`src/rtl/vgt_pkg.sv`:
```
package vgt_pkg;
    localparam int BYTE_W = 8;
    localparam logic [3:0] OP_PLAY = 4'h1;
    localparam logic [3:0] OP_STOP = 4'h2;
    localparam logic [3:0] OP_SEL  = 4'h3;
    localparam logic [7:0] LAST_GROUP = 8'hFD;

    typedef enum logic [1:0] {
        FLG_OVF   = 2'd0,
        FLG_AVAIL = 2'd1,
        FLG_FULL  = 2'd2,
        FLG_BUSY  = 2'd3
    } flag_sel_e;

    function automatic logic addr_ok(input logic [7:0] a);
        return a <= LAST_GROUP;
    endfunction
endpackage

```
`src/rtl/vgt_sync.sv`:
```
module vgt_sync #(
    parameter int W = 9
) (
    input  logic         clk,
    input  logic         rst_n,
    input  logic [W-1:0] async_i,
    output logic [W-1:0] sync_o
);
    logic [W-1:0] meta_q, meta_d, hold_q, hold_d;

    always_comb begin
        meta_d = async_i;
        hold_d = meta_q;
    end

    always_ff @(posedge clk or negedge rst_n) begin
        if (!rst_n) begin
            meta_q <= '0;
            hold_q <= '0;
        end else begin
            meta_q <= meta_d;
            hold_q <= hold_d;
        end
    end

    assign sync_o = hold_q;
endmodule

```
`src/rtl/vgt_serial_rx.sv`:
```
module vgt_serial_rx #(
    parameter int FRAME_W = 16,
    parameter int BYTE_W  = 8
) (
    input  logic              clk,
    input  logic              rst_n,
    input  logic              enable_i,
    input  logic              cs_n_i,
    input  logic              sck_i,
    input  logic              sdi_i,
    output logic              frame_valid_o,
    output logic              frame_long_o,
    output logic [BYTE_W-1:0] cmd_o,
    output logic [BYTE_W-1:0] arg_o
);
    localparam int CNT_MAX = FRAME_W + 1;
    localparam int CNT_W   = $clog2(CNT_MAX + 1);

    typedef struct packed {
        logic               active;
        logic               cs_prev;
        logic               sck_prev;
        logic [CNT_W-1:0]   cnt;
        logic [FRAME_W-1:0] shreg;
    } rx_t;

    rx_t q, d;
    logic cs_fall, cs_rise, sck_rise;

    always_comb begin
        d        = q;
        d.cs_prev  = cs_n_i;
        d.sck_prev = sck_i;
        cs_fall  = q.cs_prev & ~cs_n_i;
        cs_rise  = ~q.cs_prev & cs_n_i;
        sck_rise = ~q.sck_prev & sck_i;
        frame_valid_o = 1'b0;
        if (!enable_i) begin
            d.active = 1'b0;
        end else if (cs_fall) begin
            d.active = 1'b1;
            d.cnt    = '0;
            d.shreg  = '0;
        end else if (q.active && cs_rise) begin
            d.active      = 1'b0;
            frame_valid_o = (q.cnt == CNT_W'(BYTE_W)) || (q.cnt == CNT_W'(FRAME_W));
        end else if (q.active && sck_rise && !cs_n_i) begin
            d.shreg = {q.shreg[FRAME_W-2:0], sdi_i};
            if (q.cnt != CNT_W'(CNT_MAX)) d.cnt = q.cnt + 1'b1;
        end
        frame_long_o = (q.cnt == CNT_W'(FRAME_W));
        cmd_o = frame_long_o ? q.shreg[FRAME_W-1 -: BYTE_W] : q.shreg[BYTE_W-1:0];
        arg_o = q.shreg[BYTE_W-1:0];
    end

    always_ff @(posedge clk or negedge rst_n) begin
        if (!rst_n) q <= '0;
        else        q <= d;
    end

    // the bit counter saturates just above the longest frame
    p_cnt_bound_r6: assert property (@(posedge clk) disable iff (!rst_n)
        q.cnt <= CNT_W'(CNT_MAX));
    // no frame completes outside serial mode
    p_idle_quiet_r1: assert property (@(posedge clk) disable iff (!rst_n)
        !enable_i |=> !q.active);
endmodule

```
`src/rtl/vgt_fifo.sv`:
```
module vgt_fifo #(
    parameter int DEPTH = 4,
    parameter int W     = 8
) (
    input  logic                       clk,
    input  logic                       rst_n,
    input  logic                       push_i,
    input  logic                       pop_i,
    input  logic                       flush_i,
    input  logic [W-1:0]               data_i,
    output logic [W-1:0]               data_o,
    output logic                       full_o,
    output logic                       empty_o,
    output logic [$clog2(DEPTH+1)-1:0] level_o
);
    localparam int PTR_W = (DEPTH > 1) ? $clog2(DEPTH) : 1;
    localparam int LVL_W = $clog2(DEPTH + 1);

    typedef struct packed {
        logic [DEPTH-1:0][W-1:0] mem;
        logic [PTR_W-1:0]        wr;
        logic [PTR_W-1:0]        rd;
        logic [LVL_W-1:0]        cnt;
    } fifo_t;

    fifo_t q, d;
    logic do_push, do_pop;

    function automatic logic [PTR_W-1:0] bump(input logic [PTR_W-1:0] p);
        return (p == PTR_W'(DEPTH - 1)) ? '0 : p + 1'b1;
    endfunction

    always_comb begin
        d       = q;
        do_push = push_i && (q.cnt != LVL_W'(DEPTH));
        do_pop  = pop_i && (q.cnt != '0);
        if (flush_i) begin
            d.wr  = '0;
            d.rd  = '0;
            d.cnt = '0;
        end else begin
            if (do_push) begin
                d.mem[q.wr] = data_i;
                d.wr        = bump(q.wr);
            end
            if (do_pop) d.rd = bump(q.rd);
            if (do_push && !do_pop)      d.cnt = q.cnt + 1'b1;
            else if (do_pop && !do_push) d.cnt = q.cnt - 1'b1;
        end
    end

    always_ff @(posedge clk or negedge rst_n) begin
        if (!rst_n) q <= '0;
        else        q <= d;
    end

    assign data_o  = q.mem[q.rd];
    assign full_o  = (q.cnt == LVL_W'(DEPTH));
    assign empty_o = (q.cnt == '0);
    assign level_o = q.cnt;

    // the occupancy never passes the depth
    p_level_bound_r10: assert property (@(posedge clk) disable iff (!rst_n)
        level_o <= LVL_W'(DEPTH));
    // a push into a full queue leaves it full, not larger
    p_full_hold_r10: assert property (@(posedge clk) disable iff (!rst_n)
        full_o && push_i && !pop_i && !flush_i |=> full_o);
endmodule

```
`src/rtl/vgt_front.sv`:
```
module vgt_front #(
    parameter int ADDR_W = 8,
    parameter int DEPTH  = 4
) (
    input  logic              clk,
    input  logic              rst_n,
    input  logic [1:0]        mode_i,
    input  logic [ADDR_W-1:0] sel_i,
    input  logic              strobe_i,
    input  logic              pop_i,
    input  logic              done_i,
    output logic              req_valid_o,
    output logic [ADDR_W-1:0] req_addr_o,
    output logic              busy_o,
    output logic              full_o,
    output logic              stat_o
);
    import vgt_pkg::*;

    localparam int LVL_W  = $clog2(DEPTH + 1);
    localparam int PINS_W = ADDR_W + 1;

    typedef struct packed {
        logic      ovf;
        logic      busy;
        flag_sel_e psel;
        logic      stb_prev;
    } ctl_t;

    ctl_t q, d;

    logic [PINS_W-1:0] pins_s;
    logic [ADDR_W-1:0] addr_s, cmd, arg, cand;
    logic              strobe_s, par_mode, ser_mode, strobe_rise;
    logic              fv, flong, play_cmd, stop_cmd, sel_cmd, par_req;
    logic              cand_valid, push, drop, pop_ok, empty;
    logic [LVL_W-1:0]  level;

    vgt_sync #(.W(PINS_W)) u_sync (
        .clk(clk), .rst_n(rst_n),
        .async_i({strobe_i, sel_i}),
        .sync_o(pins_s)
    );

    assign strobe_s = pins_s[ADDR_W];
    assign addr_s   = pins_s[ADDR_W-1:0];
    assign par_mode = (mode_i == 2'b01);
    assign ser_mode = (mode_i == 2'b10);

    vgt_serial_rx #(.FRAME_W(2*ADDR_W), .BYTE_W(ADDR_W)) u_rx (
        .clk(clk), .rst_n(rst_n), .enable_i(ser_mode),
        .cs_n_i(addr_s[0]), .sck_i(addr_s[1]), .sdi_i(addr_s[2]),
        .frame_valid_o(fv), .frame_long_o(flong),
        .cmd_o(cmd), .arg_o(arg)
    );

    vgt_fifo #(.DEPTH(DEPTH), .W(ADDR_W)) u_fifo (
        .clk(clk), .rst_n(rst_n),
        .push_i(push), .pop_i(pop_ok), .flush_i(stop_cmd),
        .data_i(cand), .data_o(req_addr_o),
        .full_o(full_o), .empty_o(empty), .level_o(level)
    );

    always_comb begin
        d          = q;
        d.stb_prev = strobe_s;
        strobe_rise = strobe_s & ~q.stb_prev;
        par_req    = par_mode & strobe_rise;
        play_cmd   = fv &  flong & (cmd[3:0] == OP_PLAY);
        stop_cmd   = fv & ~flong & (cmd[3:0] == OP_STOP);
        sel_cmd    = fv & ~flong & (cmd[3:0] == OP_SEL);
        cand       = par_req ? addr_s : arg;
        cand_valid = (par_req | play_cmd) & addr_ok(cand);
        push       = cand_valid & ~full_o;
        drop       = cand_valid &  full_o;
        pop_ok     = pop_i & ~empty & ~stop_cmd;

        d.ovf = stop_cmd ? 1'b0 : (q.ovf | drop);
        if (stop_cmd)    d.busy = 1'b0;
        else if (pop_ok) d.busy = 1'b1;
        else if (done_i) d.busy = 1'b0;
        if (sel_cmd) d.psel = flag_sel_e'(cmd[5:4]);

        unique case (q.psel)
            FLG_OVF:   stat_o = q.ovf;
            FLG_AVAIL: stat_o = ~empty;
            FLG_FULL:  stat_o = full_o;
            default:   stat_o = q.busy;
        endcase
    end

    always_ff @(posedge clk or negedge rst_n) begin
        if (!rst_n) q <= '0;
        else        q <= d;
    end

    assign req_valid_o = ~empty;
    assign busy_o      = q.busy;

    // a reserved code on the strobe does not grow the queue
    p_bad_addr_r3: assert property (@(posedge clk) disable iff (!rst_n)
        par_req && !addr_ok(addr_s) && !pop_ok |=> level == $past(level));
    // unused modes never add entries
    p_mode_idle_r1: assert property (@(posedge clk) disable iff (!rst_n)
        !par_mode && !ser_mode && !pop_i |=> level <= $past(level));
    // a pop of a valid entry starts playback
    p_busy_on_pop_r11: assert property (@(posedge clk) disable iff (!rst_n)
        pop_i && req_valid_o && !stop_cmd |=> busy_o);
    // done without a pop ends playback
    p_done_clear_r11: assert property (@(posedge clk) disable iff (!rst_n)
        done_i && !pop_i |=> !busy_o);
    // a dropped request marks overflow
    p_drop_ovf_r10: assert property (@(posedge clk) disable iff (!rst_n)
        cand_valid && full_o && !stop_cmd |=> q.ovf);
    // stop leaves an empty, idle queue
    p_stop_flush_r8: assert property (@(posedge clk) disable iff (!rst_n)
        stop_cmd |=> !req_valid_o && !busy_o && !q.ovf);
endmodule

```
`config.mk`:
```
export PLATFORM = sky130hd
export DESIGN_NAME = vgt_front
export DESIGN_NICKNAME = d
export VERILOG_FILES = /design/src/rtl/vgt_pkg.sv /design/src/rtl/vgt_sync.sv /design/src/rtl/vgt_serial_rx.sv /design/src/rtl/vgt_fifo.sv /design/src/rtl/vgt_front.sv
export SDC_FILE = /design/constraint.sdc
export NUM_CORES = 1
export LEC_CHECK = 0
export BUFFER_PORTS_ARGS = -buffer_cell sky130_fd_sc_hd__buf_2
export CORE_ASPECT_RATIO = 0.5
export CORE_MARGIN = 3
export CORE_UTILIZATION = 40
export DETAILED_ROUTE_END_ITERATION = 10
export PLACE_DENSITY = 0.54
export REMOVE_ABC_BUFFERS = 1
export SYNTH_ARGS = -nofsm -noshare
export SYNTH_HDL_FRONTEND = slang
export SYNTH_HIERARCHICAL = 1
export SYNTH_SLANG_ARGS = --single-unit
```
`constraint.sdc`:
```
create_clock -name clk -period 7.14 [get_ports clk]
set_clock_uncertainty 0.1 [all_clocks]
set_input_delay 0.357 -clock clk [delete_from_list [all_inputs] [get_ports clk]]
set_output_delay 0.357 -clock clk [all_outputs]
set_load 0.02 [all_outputs]
```
**Word level (Yosys, flattened, before mapping)**

Cells that the tools add are included.

- Word-level logic and storage cells: 121
- Bits in registers: 85
- Output and inout bits: 12
- Bits of input ports: 15

- Muxes and demuxes: 29
- Magnitude comparators: 4
- Reduce and logical (&&, ||, !) cells: 24
- Eq/ne operators: 16
- $add $sub $neg: 5
- Bitwise logic cells: 25

Operators by type and width:

| cell | count |
|---|---|
| $mux W21 | 3 |
| $bwmux W32 | 1 |
| $mux W8 | 3 |
| $bmux W8 S2 | 1 |
| $demux W8 S2 | 1 |
| $and A1 B1 Y1 | 15 |
| $mux W1 | 10 |
| $reduce_bool A3 Y1 | 3 |
| $eq A2 B2 Y1 const B | 4 |
| $eq A4 B2 Y1 const B | 2 |
| $le A8 B8 Y1 const B | 1 |
| $logic_and A1 B1 Y1 | 8 |
| $mux W2 | 4 |
| $not A1 Y1 | 8 |
| $reduce_bool A2 Y1 | 4 |
| $mux W7 | 1 |
| $lt A2 B3 Y1 const B | 2 |
| $mux W3 | 2 |
| $mux W6 | 1 |
| $ne A3 B3 Y1 const B | 2 |
| $add A5 B1 Y5 const B | 1 |
| $eq A5 B4 Y1 const B | 1 |
| $eq A5 B5 Y1 const B | 1 |
| $mux W5 | 1 |
| other kinds (18) | 23 |

**Depth between registers and ports, before layout**

Gate-level depths: netlist (run 1).

- Depth after elaboration: 17
- Mapped depth: 16
- Mapped depth without buffers: 15

**Hierarchy**

Netlist (run 1), hierarchy kept.

Modules (own cells, without submodules):

| module | cells an instance | instances | area an instance (um2) | seq. area each (um2) |
|---|---|---|---|---|
| vgt_fifo | 129 | 1 | 2030.7 | 975.9 |
| vgt_serial_rx | 142 | 1 | 1377.6 | 600.6 |
| vgt_sync | 18 | 1 | 450.4 | 450.4 |
| vgt_front | 40 | 1 | 431.7 | 125.1 |

**Worst setup path after synthesis (run 1)**

No wires, ideal clock.

- Path type: register to register
- Start point: reg u_rx/q[16] (netlist name)
- End point: reg u_fifo.q, in the netlist u_fifo/level_o[2]
- Data required time: 6.962 ns
- Arrival time: 3.191 ns
- Path slack: 3.772 ns
- Clock period less this slack: 3.368 ns
- Cell stages (with the launch flop): 17
- Library setup time: 0.078 ns
- Buffers on the path: 2
- Path through: dfrtp_1 > inv_1 > ha_1 > and4bb_1 > buf_2 > buf_2 > o21ai_1 > and3b_1 > o211ai_1 > o21a_1 > nor2_1 > and2_2 > ha_1 > fa_1 > xnor2_1 > or3_2 > a21oi_1

- Elaborated cells between the ends (all ways): 28
- Those cells by class: eq/ne: 4; mux: 6; bitwise: 10; reduce/logical: 8

RTL lines:

| element | RTL line | RTL |
|---|---|---|
| start: declaration | vgt_serial_rx.sv:27 | `rx_t q, d;` |
| $eq A5 B5 Y1 * | vgt_serial_rx.sv:51 | `frame_long_o = (q.cnt == CNT_W'(FRAME_W));` |
| net flong | vgt_front.sv:35 | `logic fv, flong, play_cmd, stop_cmd, sel_cmd, par_req;` |
| $mux W6 * | vgt_serial_rx.sv:52 | `cmd_o = frame_long_o ? q.shreg[FRAME_W-1 -: BYTE_W] : q.shreg[BYTE_W-1:0];` |
| net cmd[1] | vgt_front.sv:33 | `logic [ADDR_W-1:0] addr_s, cmd, arg, cand;` |
| $eq A4 B1 Y1 * | vgt_front.sv:69 | `play_cmd = fv & flong & (cmd[3:0] == OP_PLAY);` |
| $and A1 B1 Y1 * | vgt_front.sv:69 |  |
| $or A1 B1 Y1 * | vgt_front.sv:73 | `cand_valid = (par_req \| play_cmd) & addr_ok(cand);` |
| $and A1 B1 Y1 * | vgt_front.sv:73 |  |
| $and A1 B1 Y1 * | vgt_front.sv:74 | `push = cand_valid & ~full_o;` |
| net push | vgt_front.sv:36 | `logic cand_valid, push, drop, pop_ok, empty;` |
| $logic_and A1 B1 Y1 * | vgt_fifo.sv:35 | `do_push = push_i && (q.cnt != LVL_W'(DEPTH));` |
| $logic_and A1 B1 Y1 / $logic_not A1 Y1 (equally long branches) | vgt_fifo.sv:47, vgt_fifo.sv:48 |  |
| $mux W3 / $logic_and A1 B1 Y1 (equally long branches) | vgt_fifo.sv:47, vgt_fifo.sv:48 |  |
| $mux W7 / $reduce_bool A3 Y1 (equally long branches) | -- |  |
| end signal: assignment | vgt_fifo.sv:53 | `if (!rst_n) q <= '0;` |
| end signal: assignment | vgt_fifo.sv:54 | `else q <= d;` |
| end: declaration | vgt_fifo.sv:26 | `fifo_t q, d;` |

Mark *: on every way through the listed nets, which the timed path passes. The rest lies on a longest branch.
A chain may end at the register's enable or synchronous reset.

**Final worst setup path (run 1)**

- Start point: reg u_rx/q[17] (netlist name)
- End point: reg u_fifo.q, in the netlist u_fifo/level_o[2]

- Elaborated cells between the ends (all ways): 28
- Those cells by class: eq/ne: 4; mux: 6; bitwise: 10; reduce/logical: 8

RTL lines:

| element | RTL line | RTL |
|---|---|---|
| $eq A5 B5 Y1 * | vgt_serial_rx.sv:51 |  |
| net flong | vgt_front.sv:35 |  |
| $mux W6 * | vgt_serial_rx.sv:52 |  |
| net cmd[3] | vgt_front.sv:33 |  |
| $eq A4 B2 Y1 * | vgt_front.sv:70 | `stop_cmd = fv & ~flong & (cmd[3:0] == OP_STOP);` |
| $and A1 B1 Y1 * | vgt_front.sv:70 |  |
| net stop_cmd | vgt_front.sv:35 |  |
| $not A1 Y1 (no source line) | -- |  |
| $and A1 B1 Y1 | vgt_front.sv:76 | `pop_ok = pop_i & ~empty & ~stop_cmd;` |
| $logic_and A1 B1 Y1 | vgt_fifo.sv:36 | `do_pop = pop_i && (q.cnt != '0);` |
| $logic_not A1 Y1 | vgt_fifo.sv:47 | `if (do_push && !do_pop) d.cnt = q.cnt + 1'b1;` |
| $logic_and A1 B1 Y1 | vgt_fifo.sv:47 |  |
| $mux W3 | vgt_fifo.sv:47 |  |
| $mux W7 | vgt_fifo.sv:37 | `if (flush_i) begin` |

Marked as above.

==> run summary, run 1 <==
The final standard cell utilization of the core is 0.4648, and the die boundary height is 78.16 um. Post-CTS repair changed the size of 0 cells. STA classifies the critical path startpoint as a flop.

The worst hold path cell count was 1. The flow ran to the end, and the final reports show no timing, DRC or antenna violations. The number of nets still failing antenna checks after routing is 0. For this run, the post-layout net count is 350.

The synthesized area per cell was 13.27 um2. Setup repair after global routing left no endpoint under its margin. The quantity of hold-fixing buffers added after cts was 0; the mean number of vias per cell was 5.123.

TritonCTS built the clock tree. For this block, the via count after detailed routing is 2,377. Pin placement for this block handled 27 I/O pins.

Relative to the synthesized area, the layout overhead comes to 9.252%. The floorplan step defined a die boundary enclosing 0.01175 mm2. The pin count of the biggest net entering global routing was 85. The power dissipated by switching net loads was 0.5865 mW.

The total negative setup slack was 0 ns. The tools report the number of filler cells placed in the layout as 876. For the final setup violation count, the log shows 0.

The tools report the share of total power in combinational logic as 0.319. The path type of the worst setup path is reg -> reg. The total power divided by cell area is 394.5 mW/mm2. The overflow left after global routing was 0. The count of input and output buffers is 26. The later pin in the worst-skew pair is clocked with a latency of 0.33 ns. Summing all multi-input logic gate instances after layout gives 0.001767 mm2. For this block, the initial DRC count from the detailed router was 109. From left edge to right edge, the die measures 150.3 um.

The run gives 4 as the number of iterations in the first detailed-routing pass. The logic depth of the worst register-to-register path was 14; the summed area of non-filler cells in the final layout was 0.004551 mm2. In this run the cell area measured after placement is 0.004260 mm2. The total wirelength of the detailed-routed design is 8.054 mm, and the global-route wire length before repair is 13.63 mm.

For the pin with the worst max-slew slack, the measured transition is 1.047 ns. The number of max-slew violations in the final report is 0, and the clock share of power is 0.255. The worst path arrival time is 3.89 ns. The run gives 0.0001567 V as the maximum vdd drop. Normalized max-slew margin: 0.3019. The tools report the final HPWL from detailed placement as 5.443 mm.

In the final layout, flip-flops and latches occupy 0.002102 mm2. Netlist area before placement: 0.004165 mm2. The count of endpoints failing hold in the final timing report is 0, and the clock-pin slew of the registers on the worst-case setup and hold paths is 0.06 ns.

STA classifies the critical path endpoint as a flop. The H-tree was split into 3 levels. The class of the worst hold path is in -> reg. Derived from the worst setup path, the maximum achievable clock frequency is 0.2669 GHz.

The logs give 2.068 nW for the total leakage power and 2,526 for the number of global-route vias before repair. After technology mapping, the gate count stands at 314. The switching part of the total power came out at 0.3267.

Counting the buffers created by CTS gives 9. In the final routed layout, each cell accounts on average for 17.36 um. The buffer type at the clock tree root is clkbuf_16. The number of setup buffers added after CTS came out at 0. The initial cell density of the core is 0.4254. After layout, the minimum clock period comes to 3.747 ns. At the end of routability-driven placement, the weighted congestion stood at 0.7854. The logs give 7.29 ns for the endpoint required time on the critical path and 0 for the max-capacitance violation count.

The Yosys step of the flow raised 6 warnings. Along the worst path, the maximum fanout reaches 15. The part of the power in registers is 0.426, and the ratio of cells with drive above 1 in the final layout is 0.3252. The placement row count was 25; the number of clock sinks was 84.

The fraction of the cycle the final worst path needs is 0.5248, and the internal power is 1.209 mW. The count of unresolved DRC violations after routing was 0. The global routing usage summed across all routing layers is 0.1511. The total area inside the core boundary comes to 0.009791 mm2. In this run the deepest clock path goes through 2 buffers. The number of antenna violations at the first check in global routing is 0.

Final antenna diode count: 0.
[path summary, 6_finish.rpt]
kind                             startpoint                end  slack (ns)
max                              u_rx/q[17]  u_fifo/level_o[2]        3.39
min                                sel_i[0]   u_sync/hold_d[0]        0.03
max reg2reg                      u_rx/q[17]  u_fifo/level_o[2]        3.39
min reg2reg                u_sync/hold_d[5]   u_sync/sync_o[5]        0.25
max in group asynchronous             rst_n  u_fifo/level_o[0]        6.16
min in group asynchronous             rst_n         u_rx/q[21]        0.12
[sequential cells by signal (all words and copies together) (netlist names)]
signal / count
u_fifo/q: 36
u_fifo/level_o: 3
u_sync/hold_d: 9
u_rx/arg_o: 8
q: 4
u_sync/sync_o: 9
busy_o: 1
u_rx/q: 14
[per-layer routing]
layer  part of all wire  track usage  vias up  wire (um)
li1                   -            -     1118          -
met1               0.49       0.2101     1234       3967
met2               0.48       0.2327       19       3828
met3              0.023      0.04498        6        186
met4             0.0089      0.03832        0         72
met5                  0            0        -          0
[cell type report]
cell class,instances,area share
Clock inverter,4,0.01127
Inverter,24,0.01980
Timing Repair Buffer,26,0.02914
Multi-Input combinational cell,181,0.3882
Clock buffer,10,0.05252
Tap cell,135,0.03712
Sequential cell,84,0.4619
[layout by cell type, fill, tap and decap left out, types with 2 or more instances in the layout]
cell type,instances
and3_1,2
mux4_2,9
ha_1,8
xnor2_1,2
buf_2,25
and2_1,2
clkbuf_16,9
mux2_2,10
o21ai_0,3
nor3_1,2
nand2_1,22
o21ai_1,6
o21a_1,2
o31ai_1,3
nand2b_1,2
and3_4,4
nor2_1,7
a41oi_1,2
a31oi_1,3
nand4_1,5
mux2_4,32
and3b_1,2
mux2i_1,14
xor2_1,3
dfrtp_1,84
nand3_1,4
a21oi_1,4
a31oi_2,2
or3b_1,2
inv_1,24
nand4b_1,2
[critical path, stage by stage (launching register included)]
cell	delay [ns]
dfrtp_1	0.40
inv_1	0.13
ha_1	0.20
and4bb_1	0.50
nand2_1	0.13
o21ai_1	0.12
nor3b_2	0.08
and4bb_2	0.34
nor2_1	0.16
o31ai_1	0.12
ha_1	0.23
fa_1	0.39
xnor2_1	0.16
or3_2	0.42
a21oi_1	0.18
[metrics by stage]
stage | cells | worst slack [ns] | hold WS [ns] | total power [mW]
6_report | 464 | 3.393 | 0.02672 | 1.795
5_1_grt | 464 | 3.140 | 0.008094 | 1.915
4_1_cts | 464 | 3.425 | 0.01662 | 1.815
3_5_place_dp | 450 | 3.448 | 0.2347 | 1.348
3_3_place_gp | 450 | 3.634 | 0.2332 | 1.327
2_1_floorplan | 289 | 3.837 | -0.03859 | 1.168
[power by group through the flow]
| stage | registers, mW | logic (mW) | clock network (mW) |
|---|---|---|---|
| after floorplan | 0.726 | 0.442 | 0 |
| after detailed placement | 0.772 | 0.576 | 0 |
| after global routing | 0.791 | 0.628 | 0.496 |
| after global placement | 0.763 | 0.564 | 0 |
| after CTS | 0.766 | 0.580 | 0.469 |
| final | 0.765 | 0.572 | 0.458 |
Power figures use the tool's default switching activity.
==> run 2: changes to the inputs <==
--- a/config.mk
+++ b/config.mk
@@ -10,7 +10,7 @@
 export CORE_MARGIN = 3
 export CORE_UTILIZATION = 40
 export DETAILED_ROUTE_END_ITERATION = 10
-export PLACE_DENSITY = 0.54
+export PLACE_DENSITY = 0.57
 export REMOVE_ABC_BUFFERS = 1
 export SYNTH_ARGS = -nofsm -noshare
 export SYNTH_HDL_FRONTEND = slang
==> constraint.sdc (replaced) <==
create_clock -name clk -period 3.4 [get_ports clk]
set_clock_uncertainty 0.1 [all_clocks]
set_input_delay 0.17 -clock clk [delete_from_list [all_inputs] [get_ports clk]]
set_output_delay 0.17 -clock clk [all_outputs]
set_load 0.02 [all_outputs]
==> run 2 against run 1 <==
Net effect:
- setup slack worse by 3.2 ns
- largest cell class unchanged
- hold slack better by 0.012 ns
- routed wire length grew 3.5%
- critical path type unchanged
- clock-buffer cell count up 5
==> run summary, run 2 (synthesis results as in run 1) <==
In this run the tool buffered the top-level ports with 26 buffer cells. The number of filler cells placed in the layout came out at 833. Clock-pin slew was measured on the worst setup and hold paths at 0.06 ns.

The finished cells cover 0.004792 mm2. The worst register-to-register path begins at u_rx/q[17]. Summed over all layers, the global routing overflow is 0.

TritonCTS built the clock tree. The tools report the global routing usage summed across all routing layers as 0.1546. For the reg2reg setup slack, the log shows 0.16 ns. The endpoint identified for the worst register-to-register timing path is u_fifo/level_o[2]. The logic depth of the worst register-to-register path was 15; the time the final worst path needs with I/O delays and setup was 3.242 ns. The logs give 3.41 ns for the worst path arrival time and 0.3116 for the normalized max-slew margin.

Across all layers, the routed design uses 2,515 vias. In this run the clock root is driven by a clkbuf_16. Pre-CTS setup slack: -0.04670 ns. The fraction of the cycle the final worst path needs was 0.9536; the number of flip-flops under the largest register name was 36.

The congestion estimate from routability-driven global placement came to 0.8173. The analysis attributes to cell leakage a power of 2.185 nW. The repair_antennas step left the layout with diodes totalling 0. The die boundary height was 78.16 um; the final routed wire length divided by cell count was 17.00 um. The maximum fanout along the worst path works out to 6.

The global-route wire length before repair was 13.90 mm. STA classifies the critical path endpoint as a flop. The number of clock sinks was 84.

The run finished with clean final reports. The total negative setup slack came out at 0 ns. The floorplan step defined a die boundary enclosing 0.01175 mm2. The sink of the worst hold path is busy_o. The run gives 27 as the total I/O pin count. The library cell used most frequently in the layout, excluding fill and tap cells, is dfrtp_1.

Pin count of the biggest net entering global routing: 85. In this run the most critical hold path is launched from pop_i. Based on the critical path, the design can be clocked at up to 0.3084 GHz. Summing all placed instances gives a cell area of 0.004335 mm2. The final setup violation count is 0, and the area taken by flip-flops and latches is 0.002102 mm2. Mean number of vias per cell: 5.133. Buffers inserted during clock tree synthesis total 9. The initial cell density of the core is 0.4254, and the area of the core is 0.009791 mm2. In the layout the commonest cells are dfrtp_1 (84), mux2_4 (32), buf_2 (25). The tools report the count of endpoints failing hold in the final timing report as 0. The number of global-route vias before repair was 2,581; the maximum vdd drop was 0.0003144 V. The run gives 3 as the level count of the clock H-tree.

The placement row count is 25, and the number of nets still failing antenna checks after routing is 0. The total area of multi-input combinational cells was 0.001808 mm2; the overall power was 3.787 mW. Max-cap violations in this run came to 0.

The worst setup path is launched from a flop. After detailed routing, the number of remaining DRC violations is 0. The total wirelength of the detailed-routed design is 8.332 mm.

Compared with the post-synthesis result, the final layout area differs by 15.05%. The floorplan step set the die width to 150.3 um. Data on the critical path is required at its endpoint by 3.57 ns. For the number of max-slew violations in the final report, the log shows 0. Power spread over the standard cell area amounts to 790.4 mW/mm2. Once routing completed, OpenROAD measured the worst setup slack at 0.1578 ns. Counting flops per register, the top entry is u_fifo/q. In the final design database the tool counted 374 nets.

Across all hold checks on the routed design, the worst slack comes to 0.03825 ns. In the final layout, the registers with the most flip-flops are u_fifo/q (36), u_rx/q (14). In this run the deepest clock path goes through 2 buffers.

Along the worst hold path, the cell count comes to 3. At the pin with the least slew margin, the transition time is 1.033 ns. The class of the worst hold path is in -> reg. The final HPWL from detailed placement was 5.586 mm.

The number of antenna violations at the first check in global routing is 0, and the ratio of cells with drive above 1 in the final layout is 0.3549. The detailed router finished its first iteration with 147 violations. The clock latency at the later pin of the worst-skew pair was 0.34 ns.

The pre-antenna-repair detailed-routing pass consisted of 5 iterations. The worst setup path is of the reg -> reg kind.
==> run 2: worst max-delay path by stage <==
stage,start,to,slack (ns)
3_3_place_gp,u_rx/q[16],u_fifo/level_o[2],0.12
5_1_grt,u_rx/q[17],u_fifo/level_o[2],-0.02
6_report,u_rx/q[17],u_fifo/level_o[2],0.16
4_1_cts,u_rx/q[17],u_fifo/level_o[2],0.006
3_5_place_dp,u_rx/q[16],u_fifo/level_o[2],-0.05
2_1_floorplan,u_rx/q[17],u_fifo/level_o[2],0.1
==> run 2: what timing repair did <==
| item | 4_1_cts | 5_1_grt |
|---|---|---|
| hold buffers | 11 | 0 |
| endpoints found under the hold margin | 94 | 0 |
| resized for setup | 3 | 8 |
| endpoints found under the setup margin | 1 | 1 |
| pin swaps | 0 | 3 |
| buffers inserted | 2 | 1 |
==> run 2: layout make-up <==
type,instances,share of cell area
Inverter,24,0.01880
Tap cell,135,0.03525
Timing Repair Buffer,50,0.07102
Clock inverter,1,0.001044
Multi-Input combinational cell,181,0.3773
Clock buffer,15,0.05796
Sequential cell,84,0.4386
==> run 2: critical path, cell delays in order (launching register included) <==
cell and delay, ns:
dfrtp_1 0.39, inv_1 0.08, ha_1 0.17, and4bb_2 0.31, buf_4 0.15, nand2_1 0.06
o21ai_1 0.10, nor3b_2 0.08, and4bb_2 0.26, nor2_2 0.14, o31ai_1 0.14, ha_4 0.20
fa_2 0.37, xnor2_2 0.15, or3_4 0.33, a21oi_2 0.13
==> run 2: per-stage QoR <==
stage            util  std cells
2_1_floorplan       -        289
3_3_place_gp   0.4428        460
3_5_place_dp   0.4428        460
4_1_cts        0.4850        489
5_1_grt        0.4895        490
6_report       0.4895        490
==> run 2: power by group <==
group	leakage (nW)	total (mW)	internal [mW]	switching [mW]
Clock	0.140	0.926	0.554	0.371
Combinational	1.01	1.26	0.674	0.585
Sequential	1.03	1.60	1.32	0.285
Total	2.19	3.79	2.55	1.24
==> run 2: routing by layer <==
metal	track usage	wire (um)	vias up	share of wire
li1	-	-	1163	-
met1	0.2116	4015	1315	0.48
met2	0.2340	3955	22	0.47
met3	0.04498	206	15	0.025
met4	0.05657	155	0	0.019
met5	0	0	-	0
==> run 3: changes to the inputs <==
--- a/config.mk
+++ b/config.mk
@@ -11,7 +11,6 @@
 export CORE_UTILIZATION = 40
 export DETAILED_ROUTE_END_ITERATION = 10
 export PLACE_DENSITY = 0.57
-export REMOVE_ABC_BUFFERS = 1
 export SYNTH_ARGS = -nofsm -noshare
 export SYNTH_HDL_FRONTEND = slang
 export SYNTH_HIERARCHICAL = 1
==> run 3 against run 2 <==
Net effect:
- total power fell by 0.26%
- routed wire length down 1.6%
- critical endpoint unchanged
- largest cell class unchanged
- hold slack got worse by 0.029 ns
- global-route usage is 0.11 points lower
- clock-buffer cell count down 5
==> run summary, run 3 (synthesis results as in run 1) <==
The part of the power in registers is 0.425, and the number of global-route vias before repair is 2,657. For the count of endpoints failing hold in the final timing report, the log shows 0. The worst setup path is of the reg -> reg kind.

In this run the power density over the cells is 792.4 mW/mm2. The ratio of cells with drive above 1 in the final layout is 0.3610, and the maximum vdd drop is 0.0003402 V. For the pin with the worst max-slew slack, the measured transition is 1.048 ns.

Clock latency on the worst-skew pair, taken at its later pin, is 0.33 ns. Summing all multi-input logic gate instances after layout gives 0.001817 mm2. The fraction of the cycle the final worst path needs was 0.9435; the count of unresolved DRC violations after routing was 0. The logs give 9 for the number of buffers created by CTS and 0.1535 for the global routing usage summed across all routing layers. The run gives 25 as the placement row count.

Leaving out fill and tap cells, the most frequent cells in the layout are dfrtp_1 (84), mux2_4 (32), buf_2 (25). Counting tap cells, the placed design contains a total of 459 instances. Cell internal power was estimated by the tool at 2.553 mW. After detailed routing, the total wire length is 8.199 mm. Compared with the post-synthesis result, the final layout area differs by 14.45%. TritonCTS built the clock tree. For the worst setup path, the data required time is 3.56 ns.

The first global-routing pass estimated 13.99 mm of wire. Buffers placed on the I/O ports in this run total 26. Once layout is complete, the cells apart from fillers number 484. Entering global routing, the biggest net connects 85 pins.

The number of flip-flops under the largest register name works out to 36. The logs give 84 for the number of clock sinks and 3.37 ns for the worst path arrival time. Nature of the critical path startpoint: a flop. For the number of antenna violations at the first check in global routing, the log shows 0.

Of all nets on the critical path, the largest fanout is 5. The logs give 0 for the number of max-slew violations in the final report and 146 for the count of routing violations after the opening detailed-route iteration. For the initial cell density of the core, the log shows 0.4254. The analysis attributes to cell leakage a power of 2.161 nW. The clock share of power came out at 0.247. The flow ran to the end, and the final reports show no timing, DRC or antenna violations. CTS placed an instance of clkbuf_16 at the clock tree root. STA classifies the critical path endpoint as a flop.

For the total negative setup slack, the log shows 0 ns. The tools report the total I/O pin count as 27. The sequential cells in the finished layout cover a total of 0.002102 mm2. Total via count in the routed design: 2,475. In the final routed layout, each cell accounts on average for 16.94 um.

The area of the core is 0.009791 mm2. Setup violations remaining at the end of the flow were counted as 0. Leaving out fill and tap cells, the most frequent cell in the layout is dfrtp_1. The upper clock frequency limit was 0.3117 GHz. The max-capacitance violation count was 0.

From bottom edge to top edge, the die measures 78.16 um. The switching part of the total power was 0.3243; the overflow left after global routing was 0. The maximum count of clock buffers along a single path is 2.

Once detail routing completed, the nets flagged for antenna violations numbered 0. For the total nets after synthesis, the log shows 338. The first detailed-routing pass took 4 iterations. The register bank with the most flops is u_fifo/q.

The logs give 0.004767 mm2 for the summed area of non-filler cells in the final layout and 0.328 for the share of total power in combinational logic. Detailed placement ended at an HPWL of 5.446 mm. Setup repair after global routing left no endpoint under its margin. The tightest min-delay check is of the in -> reg type.

The largest registers in the layout are u_fifo/q (36), u_rx/q (14). From left edge to right edge, the die measures 150.3 um. The run gives 3 as the level count of the clock H-tree. The time the final worst path needs with I/O delays and setup works out to 3.208 ns. For this run, the post-layout net count is 371. The logs give 0.7852 for the final estimated routing congestion in global placement and 0.3012 for the normalized max-slew margin. The mean number of vias per cell is 5.114. The power dissipated by switching net loads was 1.225 mW.

Final antenna diode count: 0. Counting the fill cells in the layout gives 850. Power comes to 3.778 mW. The run gives 0.004328 mm2 as the area of placed instances. The area of the die is 0.01175 mm2, and the clock-pin slew of the registers on the worst-case setup and hold paths is 0.06 ns.
run 3: cell types whose count changed in the layout (fill, tap and decap cells not counted), moves of 2 or more:
cell	previous run	this run
inv_1	24	22
buf_4	14	10
inv_2	0	2
clkbuf_1	3	0
clkbuf_8	3	1
run 3: timing repair:
item                       CTS  global route
pin swaps                    0             2
hold endpoints to repair    94             0
setup endpoints to repair    1             1
setup buffers                0             0
cloned                       1             0
hold buffers                11             0
gates resized for setup      2            10
run 3: critical path, cell delays in order (launching register included):
cell	delay [ns]
dfrtp_1	0.40
inv_2	0.09
ha_4	0.14
and4bb_4	0.27
nand2_1	0.09
o21ai_2	0.07
and3b_1	0.19
o211ai_1	0.10
o21a_1	0.18
nor2_2	0.05
and2_2	0.19
ha_2	0.20
fa_2	0.34
xnor2_1	0.14
or3_2	0.43
a21oi_2	0.14
run 3: power by group through the flow:
stage / Clock [mW] / Sequential (mW) / Combinational (mW)
finish: 0.933 / 1.61 / 1.24
global route: 1.01 / 1.66 / 1.36
CTS: 0.961 / 1.61 / 1.24
detailed placement: 0 / 1.62 / 1.22
global placement: 0 / 1.60 / 1.19
floorplan: 0 / 1.48 / 1.06
run 3: worst paths after layout:
| check | cells after the start | end | startpoint | slack [ns] |
|---|---|---|---|---|
| min in group asynchronous | 2 | u_rx/q[16] | rst_n | 0.45 |
| min reg2reg | 0 | u_sync/sync_o[7] | u_sync/hold_d[7] | 0.25 |
| max | 15 | u_fifo/level_o[2] | u_rx/q[17] | 0.19 |
| max reg2reg | 15 | u_fifo/level_o[2] | u_rx/q[17] | 0.19 |
| min | 3 | busy_o | pop_i | 0.009 |
| max in group asynchronous | 2 | u_fifo/q[18] | rst_n | 2.06 |
run 3: stage by stage:
stage	utilization	hold WS [ns]	setup slack (ns)
finish	0.4869	0.009218	0.1922
CTS	0.4835	0.0008251	0.002925
global route	0.4869	0.03673	0.02326
global placement	0.4420	0.1777	0.07427
detailed placement	0.4420	0.1796	-0.1044
floorplan	-	-0.2256	0.05564
run 3: area by class of cell:
type	instances	share of cell area
Sequential cell	84	0.4409
Clock inverter	3	0.008399
Inverter	24	0.01890
Tap cell	135	0.03543
Timing Repair Buffer	46	0.06509
Multi-Input combinational cell	182	0.3811
Clock buffer	10	0.05013
run 3: per-layer routing:
layer  track usage  vias to the layer above  part of all wire
li1              -                     1157                 -
met1        0.2100                     1271              0.49
met2        0.2398                       40              0.47
met3       0.04844                        7             0.035
met4       0.03558                        0            0.0073
met5             0                        -                 0
